`src/rtl/stat_pkg.sv`:
```
package stat_pkg;
   localparam int HOLD_W   = 16;
   localparam int KINDS    = 4;
   localparam logic [3:0] OFS_LO  = 4'h4;
   localparam logic [3:0] OFS_HI  = 4'h5;
   localparam logic [3:0] OFS_SEL = 4'h6;

   typedef enum logic [1:0] {
      K_SYM = 2'd0,
      K_TX  = 2'd1,
      K_RX  = 2'd2,
      K_HEC = 2'd3
   } kind_e;

   // true when exactly one of the four counter bits is set and the rest are clear
   function automatic logic sel_valid(input logic [7:0] v);
      int ones;
      ones = 0;
      for (int i = 0; i < KINDS; i++) ones += int'(v[i]);
      return (ones == 1) && (v[7:KINDS] == '0);
   endfunction
endpackage

```
`src/rtl/sat_counter.sv`:
```
module sat_counter #(
   parameter int W        = 8,
   parameter bit SATURATE = 1'b1
) (
   input  logic         clk,
   input  logic         rst_n,
   input  logic         inc,
   input  logic         clr,
   output logic [W-1:0] q
);
   localparam logic [W-1:0] MAXV = {W{1'b1}};
   localparam logic [W-1:0] ONE  = {{(W-1){1'b0}}, 1'b1};

   logic [W-1:0] nxt;

   generate
      if (SATURATE) begin : g_sat
         always_comb begin
            if (clr)                     nxt = inc ? ONE : '0;
            else if (inc && q != MAXV)   nxt = q + ONE;
            else                         nxt = q;
         end
      end else begin : g_wrap
         always_comb begin
            if (clr)      nxt = inc ? ONE : '0;
            else if (inc) nxt = q + ONE;
            else          nxt = q;
         end
      end
   endgenerate

   always_ff @(posedge clk) begin
      if (!rst_n) q <= '0;
      else        q <= nxt;
   end
endmodule

```
`src/rtl/chan_stats.sv`:
```
module chan_stats
   import stat_pkg::*;
#(
   parameter int SYM_W    = 8,
   parameter int TX_W     = 16,
   parameter int RX_W     = 16,
   parameter int HEC_W    = 5,
   parameter bit SATURATE = 1'b1
) (
   input  logic              clk,
   input  logic              rst_n,
   input  logic              sym_err,
   input  logic              tx_cell,
   input  logic              rx_cell,
   input  logic              rx_idle,
   input  logic              rx_hec_err,
   input  logic              sel_wr,
   input  logic [7:0]        sel_data,
   output logic [HOLD_W-1:0] hold,
   output logic [HOLD_W-1:0] cnt_sym,
   output logic [HOLD_W-1:0] cnt_hec
);
   localparam int KW [KINDS] = '{SYM_W, TX_W, RX_W, HEC_W};

   logic [KINDS-1:0]  inc;
   logic [KINDS-1:0]  clr;
   logic [HOLD_W-1:0] cnt [KINDS];
   logic [HOLD_W-1:0] pick;
   logic              snap;

   assign inc[K_SYM] = sym_err;
   assign inc[K_TX]  = tx_cell;
   assign inc[K_RX]  = rx_cell & ~rx_idle & ~rx_hec_err;
   assign inc[K_HEC] = rx_cell & rx_hec_err;

   assign snap = sel_wr & sel_valid(sel_data);

   genvar k;
   generate
      for (k = 0; k < KINDS; k++) begin : g_kind
         assign clr[k] = snap & sel_data[k];
         sat_counter #(.W(KW[k]), .SATURATE(SATURATE)) u_cnt (
            .clk  (clk),
            .rst_n(rst_n),
            .inc  (inc[k]),
            .clr  (clr[k]),
            .q    (cnt[k][KW[k]-1:0])
         );
         if (KW[k] < HOLD_W) begin : g_pad
            assign cnt[k][HOLD_W-1:KW[k]] = '0;
         end
      end
   endgenerate

   always_comb begin
      pick = '0;
      for (int i = 0; i < KINDS; i++)
         if (sel_data[i]) pick = pick | cnt[i];
   end

   always_ff @(posedge clk) begin
      if (!rst_n)    hold <= '0;
      else if (snap) hold <= pick;
   end

   assign cnt_sym = cnt[K_SYM];
   assign cnt_hec = cnt[K_HEC];
endmodule

```
`src/rtl/host_port.sv`:
```
module host_port
   import stat_pkg::*;
#(
   parameter int NCH = 4
) (
   input  logic                  clk,
   input  logic                  rst_n,
   input  logic                  wr_en,
   input  logic                  rd_en,
   input  logic [7:0]            addr,
   input  logic [NCH*HOLD_W-1:0] hold_all,
   output logic [NCH-1:0]        sel_wr,
   output logic [7:0]            rd_data
);
   logic [3:0] ch;
   logic [3:0] ofs;
   logic [7:0] rd_mux;

   assign ch  = addr[7:4];
   assign ofs = addr[3:0];

   genvar c;
   generate
      for (c = 0; c < NCH; c++) begin : g_dec
         assign sel_wr[c] = wr_en && (ch == 4'(c)) && (ofs == OFS_SEL);
      end
   endgenerate

   always_comb begin
      rd_mux = '0;
      for (int i = 0; i < NCH; i++) begin
         if (ch == 4'(i)) begin
            if (ofs == OFS_LO) rd_mux = hold_all[i*HOLD_W +: 8];
            if (ofs == OFS_HI) rd_mux = hold_all[i*HOLD_W+8 +: 8];
         end
      end
   end

   always_ff @(posedge clk) begin
      if (!rst_n) rd_data <= '0;
      else        rd_data <= rd_en ? rd_mux : 8'h00;
   end
endmodule

```
`src/rtl/line_stats.sv`:
```
module line_stats
   import stat_pkg::*;
#(
   parameter int NCH      = 4,
   parameter int SYM_W    = 8,
   parameter int TX_W     = 16,
   parameter int RX_W     = 16,
   parameter int HEC_W    = 5,
   parameter bit SATURATE = 1'b1
) (
   input  logic           clk,
   input  logic           rst_n,
   input  logic [NCH-1:0] sym_err,
   input  logic [NCH-1:0] tx_cell,
   input  logic [NCH-1:0] rx_cell,
   input  logic [NCH-1:0] rx_idle,
   input  logic [NCH-1:0] rx_hec_err,
   input  logic           wr_en,
   input  logic           rd_en,
   input  logic [7:0]     addr,
   input  logic [7:0]     wr_data,
   output logic [7:0]     rd_data
);
   generate
      if (NCH < 1 || NCH > 16) begin : g_bad_nch
         $error("line_stats: NCH must be 1..16");
      end
      if (SYM_W < 1 || SYM_W > HOLD_W || TX_W < 1 || TX_W > HOLD_W ||
          RX_W < 1 || RX_W > HOLD_W || HEC_W < 1 || HEC_W > HOLD_W) begin : g_bad_w
         $error("line_stats: counter widths must be 1..16");
      end
   endgenerate

   logic [NCH-1:0]        sel_wr;
   logic [NCH*HOLD_W-1:0] hold_all;
   logic [NCH*HOLD_W-1:0] cnt_sym_all;
   logic [NCH*HOLD_W-1:0] cnt_hec_all;

   host_port #(.NCH(NCH)) u_host (
      .clk     (clk),
      .rst_n   (rst_n),
      .wr_en   (wr_en),
      .rd_en   (rd_en),
      .addr    (addr),
      .hold_all(hold_all),
      .sel_wr  (sel_wr),
      .rd_data (rd_data)
   );

   genvar c;
   generate
      for (c = 0; c < NCH; c++) begin : g_ch
         chan_stats #(
            .SYM_W(SYM_W), .TX_W(TX_W), .RX_W(RX_W), .HEC_W(HEC_W),
            .SATURATE(SATURATE)
         ) u_chan (
            .clk       (clk),
            .rst_n     (rst_n),
            .sym_err   (sym_err[c]),
            .tx_cell   (tx_cell[c]),
            .rx_cell   (rx_cell[c]),
            .rx_idle   (rx_idle[c]),
            .rx_hec_err(rx_hec_err[c]),
            .sel_wr    (sel_wr[c]),
            .sel_data  (wr_data),
            .hold      (hold_all[c*HOLD_W +: HOLD_W]),
            .cnt_sym   (cnt_sym_all[c*HOLD_W +: HOLD_W]),
            .cnt_hec   (cnt_hec_all[c*HOLD_W +: HOLD_W])
         );
      end
   endgenerate
endmodule

```
`config.mk`:
```
export PLATFORM = sky130hd
export DESIGN_NAME = line_stats
export DESIGN_NICKNAME = d
export VERILOG_FILES = /design/src/rtl/stat_pkg.sv /design/src/rtl/sat_counter.sv /design/src/rtl/chan_stats.sv /design/src/rtl/host_port.sv /design/src/rtl/line_stats.sv
export SDC_FILE = /design/constraint.sdc
export NUM_CORES = 1
export LEC_CHECK = 0
export ABC_AREA = 1
export BUFFER_PORTS_ARGS = -buffer_cell sky130_fd_sc_hd__buf_2
export CORE_ASPECT_RATIO = 1.5
export CORE_MARGIN = 5
export CORE_UTILIZATION = 63
export CTS_CLUSTER_SIZE = 20
export DETAILED_ROUTE_END_ITERATION = 8
export PLACE_DENSITY = 0.91
export SLEW_MARGIN = 20
export SYNTH_ARGS = -nofsm -noshare
export SYNTH_HDL_FRONTEND = slang
export SYNTH_SLANG_ARGS = --single-unit
```
`constraint.sdc`:
```
create_clock -name clk -period 3.1 [get_ports clk]
set_input_delay 0.62 -clock clk [delete_from_list [all_inputs] [get_ports clk]]
set_output_delay 0.62 -clock clk [all_outputs]
set_load 0.01 [all_outputs]
```
==> out/metrics.cfg, run 1 <==
[timing]
rsz0062_at_grt = false
tightest_slew_ns = 0.892
setup-violations-final = 0
final.setup.tns_ns = 0
finalHoldViolations = 0
skew_ns = 0.0116
holdWs_ns = 0.417
min_period_ns = 2.70
slew_headroom = 0.403
drv_slew = 0
timing.final.crit_share = 0.872
fmaxAchievable_mhz = 370

[routing]
drt_first_pass_iters = 8
finalWirelength_um = 43400
drc = 0
drt-initial-drc-count = 1436
ant_nets = 0
wl_per_cell_um = 16.6
viasPerCell = 6.02
vias = 15779

[worst_setup_path]
crit_family = adder cells
worst-endpoint-arrival_ns = 3.13
worst_path_largest_cell_delay_ns = 0.37
path_class = in2reg
slowest_stage = fa_1
crit_path_frequent_cell = inv_1
crit_required_ns = 3.53
path_max_fanout = 10
start_kind = input pin
cp_cell_sequence = buf_2 -> ha_1 -> inv_1 -> fa_1 -> inv_1 -> ha_1 -> inv_1 -> nand3_1 -> nor2_8 -> buf_12 -> buf_4 -> nand3_2 -> nand2_2 -> inv_2 -> o21ai_0 -> nor2_1
crit_path_end_kind = flop
critical_path_buf_inv_count = 7
rrSetupSlack_ns = 0.98

[grt]
grt_overflow = 0
grt_pass1_wl_um = 71000
track_usage = 0.320
antenna_found_initial = 2
grt_max_degree = 49
grt_pass1_vias = 15307

[logic_synthesis]
synth.avg_cell_area_sq_um = 6.49
yosys.area.top_type_share = 0.344
synth_seq_cells = 252
synth_nets = 2323
ys_warn_count = 0
syn_area_sq_mm = 0.0147
synthArstFlopShare = 0
syn_inst = 2260
netlist-cell-type-count = 47
yosys-top-cells-count = 608 x nand2_1, 295 x nor2_1, 252 x dfxtp_1
synthFlopType = dfxtp_1
synthTopCellsByArea = dfxtp_1 34%, nand2_1 16%, nor2_1 7.6%, a21oi_1 7.4%, nand3_1 6.6%
yosysMostFrequentCell = nand2_1
synth_edf_count = 0
synth.largest_area_cell = dfxtp_1
synth-seq-area-share = 0.344

[clock_network]
post_cts_resized = 0
clockBufferDepth = 3
cts_buffers = 26
cts-root-buf = clkbuf_16
cts_tree = yes
clock_sinks = 252
clk_latency_ns = 0.53
postCtsHoldBufs = 0
cts_setup_buffers = 0
h-tree-depth = 1
clk_pin_slew_ns = 0.07

[finish]
nNetsFinal = 2382
areaGrowthSynthToFinish_pct = 10.7
post-route-util = 0.707
drive_gt1_frac = 0.102

[placed_design]
gp_congestion = 0.939
dp_hpwl_um = 31500
port_buffers = 47

[floorplan]
start_util = 0.638
die_w_um = 135
core_area_sq_mm = 0.0230
dieArea_sq_mm = 0.0265
io_pins = 48
die_h_um = 197
rows = 68

[power]
ir_drop_mv = 0.423
p_leak_nw = 6.41
powerDensity_mw_per_mm2 = 438

[worst_hold_path]
hold_class = in2reg

[run_status]
status = finished, final reports clean

[job]
maxCapViolCount = 0

==> layer usage <==
| layer | track usage | wire length [um] | up-vias |
|---|---|---|---|
| li1 | - | - | 7559 |
| met1 | 0.359 | 15900 | 7190 |
| met2 | 0.563 | 21200 | 800 |
| met3 | 0.0447 | 3290 | 228 |
| met4 | 0.210 | 3000 | 2 |
| met5 | 0 | 13 | - |
==> flip-flops by register name (all words and copies together) (netlist names) <==
name / count
g_ch.u_chan.g_kind.u_cnt.q: 180
g_ch.u_chan.hold: 64
u_host.rd_data: 8
==> logic make-up (layout without fill, tap and decap cells) <==
family                     count (synthesis)  after routing  synth area share
adders and majority gates                 23             23            0.0201
xor gates and xnor gates                  20             20            0.0119
other                                      0              1                 0
buffers and inverters                    312            390            0.0873
DFF                                      252            252             0.344
AOI/OAI and AO/OA                        403            403             0.152
and+or+nand+nor                         1245           1245             0.381
muxes                                      5              5           0.00384
==> final cells by class <==
type / instances / area, sq um
diodes: 1 / 2.50
clock buffers: 36 / 769
clock inverters: 11 / 136
fillers: 1869 / 6740
inverters: 240 / 901
multi-input cells: 1696 / 8340
flip-flops and latches: 252 / 5040
well taps: 280 / 350
repair buffers: 103 / 693
==> per-stage QoR <==
step | std cells | cell area [sq um] | worst slack (ns) | total power [mW]
2_1_floorplan | 2260 | 14700 | 0.307 | 3.68
3_3_place_gp | 2571 | 15300 | -0.000847 | 3.83
3_5_place_dp | 2571 | 15300 | -0.0948 | 3.84
4_1_cts | 2618 | 16200 | 0.446 | 7.11
5_1_grt | 2618 | 16200 | 0.274 | 7.33
6_report | 2619 | 16200 | 0.397 | 7.11
==> layout by cell type, fill, tap and decap left out, types with 4 or more instances in the layout <==
| cell type | instances |
|---|---|
| a21oi_1 | 216 |
| a221oi_1 | 15 |
| a31oi_1 | 7 |
| buf_2 | 47 |
| buf_4 | 53 |
| clkbuf_16 | 27 |
| clkbuf_8 | 6 |
| clkinv_2 | 7 |
| dfxtp_1 | 252 |
| ha_1 | 22 |
| inv_1 | 218 |
| inv_2 | 22 |
| mux2_2 | 5 |
| nand2_1 | 608 |
| nand2_2 | 12 |
| nand2_4 | 4 |
| nand3_1 | 194 |
| nand3_2 | 6 |
| nand3_4 | 8 |
| nand3b_1 | 15 |
| nand4_1 | 54 |
| nor2_1 | 295 |
| nor2_2 | 5 |
| nor2_8 | 7 |
| nor3_1 | 16 |
| nor4_1 | 5 |
| o211ai_1 | 6 |
| o21ai_0 | 92 |
| o21ai_1 | 13 |
| o21ai_2 | 8 |
| o21bai_1 | 8 |
| o22ai_1 | 31 |
| or2_2 | 5 |
| xor2_1 | 20 |
==> worst paths after layout <==
| kind | from | to | cells past startpoint |
|---|---|---|---|
| max reg2reg | g_ch[1].u_chan.g_kind[1].u_cnt.q[0] | g_ch[1].u_chan.g_kind[1].u_cnt.q[14] | 10 |
| max | wr_data[1] | g_ch[0].u_chan.g_kind[0].u_cnt.q[2] | 16 |
| min | tx_cell[1] | g_ch[1].u_chan.g_kind[1].u_cnt.q[0] | 3 |
| min reg2reg | g_ch[1].u_chan.hold[11] | g_ch[1].u_chan.hold[11] | 2 |
==> power breakdown <==
group | leakage [nW] | switching [mW] | internal [mW]
combinational | 3.93 | 0.349 | 0.142
clock | 0.455 | 1.34 | 1.98
sequential | 2.03 | 0.0322 | 3.26
==> worst min-delay path: stages <==
cell	delay, ns
buf_2	0.11
o21ai_0	0.09
nor2_1	0.09
No activity file was read; power rests on OpenSTA's default activity.
==> run 2: changes to the inputs <==
--- a/config.mk
+++ b/config.mk
@@ -9,11 +9,12 @@
 export BUFFER_PORTS_ARGS = -buffer_cell sky130_fd_sc_hd__buf_2
 export CORE_ASPECT_RATIO = 1.5
 export CORE_MARGIN = 5
-export CORE_UTILIZATION = 63
+export CORE_UTILIZATION = 60
 export CTS_CLUSTER_SIZE = 20
 export DETAILED_ROUTE_END_ITERATION = 8
-export PLACE_DENSITY = 0.91
+export PLACE_DENSITY = 0.87
 export SLEW_MARGIN = 20
 export SYNTH_ARGS = -nofsm -noshare
 export SYNTH_HDL_FRONTEND = slang
 export SYNTH_SLANG_ARGS = --single-unit
+export TNS_END_PERCENT = 20
==> out/metrics.cfg, run 2 (synthesis results as in run 1) <==
[run_status]
status = finished, final reports clean

[routing]
drt-initial-drc-count = 1334  ; -7.1%
drt_first_pass_iters = 6  ; -2
finalWirelength_um = 43000  ; -0.85%
wl_per_cell_um = 16.2  ; -2.3%
drc = 0  ; unchanged
ant_nets = 0  ; unchanged
vias = 15592  ; -1.2%
viasPerCell = 5.87  ; -2.6%

[power]
total_power_mw = 6.91  ; -2.8%
ir_drop_mv = 0.361  ; -15%
p_leak_nw = 6.35  ; -0.96%
powerDensity_mw_per_mm2 = 427  ; -2.5%

[floorplan]
dieArea_sq_mm = 0.0277  ; +4.7%
die_h_um = 201  ; +2.3%
io_pins = 48  ; unchanged
core_area_sq_mm = 0.0243  ; +5.6%
rows = 70  ; +2.9%
die_w_um = 138  ; +2.3%
start_util = 0.604  ; -0.0339

[clock_network]
clk_latency_ns = 0.54  ; about the same
cts_setup_buffers = 0  ; unchanged
cts_tree = yes
postCtsHoldBufs = 0  ; unchanged
clk_pin_slew_ns = 0.06  ; about the same
h-tree-depth = 1  ; unchanged
post_cts_resized = 0  ; unchanged
cts_buffers = 26  ; unchanged
clockBufferDepth = 3  ; unchanged
cts-root-buf = clkbuf_16
clock_sinks = 252  ; unchanged

[grt]
grt_max_degree = 49  ; unchanged
grt_overflow = 0  ; unchanged
track_usage = 0.307  ; -0.0126
grt_pass1_vias = 15224  ; -0.54%
antenna_found_initial = 3  ; +1
grt_pass1_wl_um = 70700  ; -0.48%

[timing]
finalHoldViolations = 0  ; unchanged
setup-violations-final = 0  ; unchanged
min_period_ns = 2.62  ; -0.0838 ns
rsz0062_at_grt = false
timing.final.crit_share = 0.845  ; -0.0270
finalWorstSetupSlack_ns = 0.480  ; +0.0838 ns
slew_headroom = 0.380  ; -0.0228
fmaxAchievable_mhz = 382  ; +3.2%
tightest_slew_ns = 0.926  ; +0.0341 ns
holdWs_ns = 0.390  ; -0.0278 ns
drv_slew = 0  ; unchanged
final.setup.tns_ns = 0  ; unchanged
skew_ns = 0.00667  ; -0.00498 ns

[finish]
top_register = g_ch.u_chan.g_kind.u_cnt.q
fin_cells = 2657  ; +1.5%
post-route-util = 0.667  ; -0.0397
antenna_cells = 0  ; -1
layout_commonest_cell = nand2_1
largest_reg_flops = 180  ; unchanged
fin_area_sq_mm = 0.0162  ; -0.32%
nNetsFinal = 2379  ; -0.13%
areaGrowthSynthToFinish_pct = 10.4
drive_gt1_frac = 0.0982  ; -0.00407
top_regs = g_ch.u_chan.g_kind.u_cnt.q (180), g_ch.u_chan.hold (64), u_host.rd_data (8)
final_cell_mix = 608 x nand2_1, 295 x nor2_1, 252 x dfxtp_1

[worst_hold_path]
whs_endpoint = g_ch[0].u_chan.g_kind[2].u_cnt.q[0]
hp-start = rx_idle[0]
hold_class = in2reg
hold_path_depth = 4  ; +1

[worst_setup_path]
path_max_fanout = 20  ; +10
path_class = in2reg
worst_path_largest_cell_delay_ns = 0.35  ; -0.02 ns
crit_family = simple AND/OR/NAND/NOR gates
crit_path_end_kind = flop
critical_path_buf_inv_count = 5  ; -2
reg2regPathDepth = 9  ; -1
reg2reg_to = g_ch[0].u_chan.g_kind[2].u_cnt.q[0]
crit_path_frequent_cell = inv_1
cp_cell_sequence = buf_2 -> ha_1 -> inv_1 -> fa_1 -> inv_1 -> ha_1 -> inv_1 -> nand3_1 -> nor2_8 -> buf_12 -> nand3_2 -> nand2_2 -> nand3_1 -> nor2_1 -> nor2_1
slowest_stage = fa_1
r2r-start = g_ch[0].u_chan.g_kind[2].u_cnt.q[0]
worst-endpoint-arrival_ns = 3.06  ; -0.07 ns
start_kind = input pin
crit_required_ns = 3.54  ; about the same
rrSetupSlack_ns = 0.81  ; -0.17 ns

[job]
maxCapViolCount = 0  ; unchanged

[placed_design]
place_ws_ns = -0.0730  ; +0.0218 ns
dp.cells = 2612  ; +1.6%
gp_congestion = 0.941  ; +0.25%
dp_hpwl_um = 31700  ; +0.66%
port_buffers = 47  ; unchanged
placed_area_sq_mm = 0.0153  ; +0.13%

## run 2: cell type report
cell class                      count  area, sq um
Multi-Input combinational cell   1696         8340
Fill cell                        2154         8080
Sequential cell                   252         5040
Inverter                          240          901
Clock buffer                       41          788
Timing Repair Buffer              100          658
Tap cell                          324          405
Clock inverter                      4         47.5
## run 2: layer usage
layer | track usage | vias to the layer above | routed length, um
met3 | 0.0443 | 203 | 2980
met1 | 0.349 | 7125 | 16000
li1 | - | 7550 | -
met5 | 0 | - | 39
met4 | 0.169 | 6 | 2470
met2 | 0.542 | 708 | 21500
## run 2: report_power, final
| part | switching, mW | internal (mW) | total [mW] |
|---|---|---|---|
| Sequential | 0.0332 | 3.26 | 3.30 |
| Clock | 1.31 | 1.81 | 3.13 |
| Combinational | 0.346 | 0.141 | 0.487 |
| Total | 1.69 | 5.22 | 6.91 |
## run 2: worst max path at each step
| stage | startpoint | end | depth (start not counted) |
|---|---|---|---|
| final | wr_data[0] | g_ch[0].u_chan.g_kind[1].u_cnt.q[10] | 15 |
| after global routing | wr_data[1] | g_ch[2].u_chan.g_kind[2].u_cnt.q[6] | 14 |
| after CTS | wr_data[0] | g_ch[0].u_chan.g_kind[1].u_cnt.q[10] | 15 |
| after detailed placement | wr_data[0] | g_ch[0].u_chan.g_kind[1].u_cnt.q[10] | 15 |
| after global placement | wr_data[0] | g_ch[0].u_chan.g_kind[1].u_cnt.q[10] | 15 |
| after floorplan | wr_data[2] | g_ch[3].u_chan.g_kind[2].u_cnt.q[10] | 15 |
## run 2: worst min-delay path: stages
cell and delay, ns:
buf_2 0.08, nor3_1 0.06, nand2_1 0.07, a21oi_1 0.05
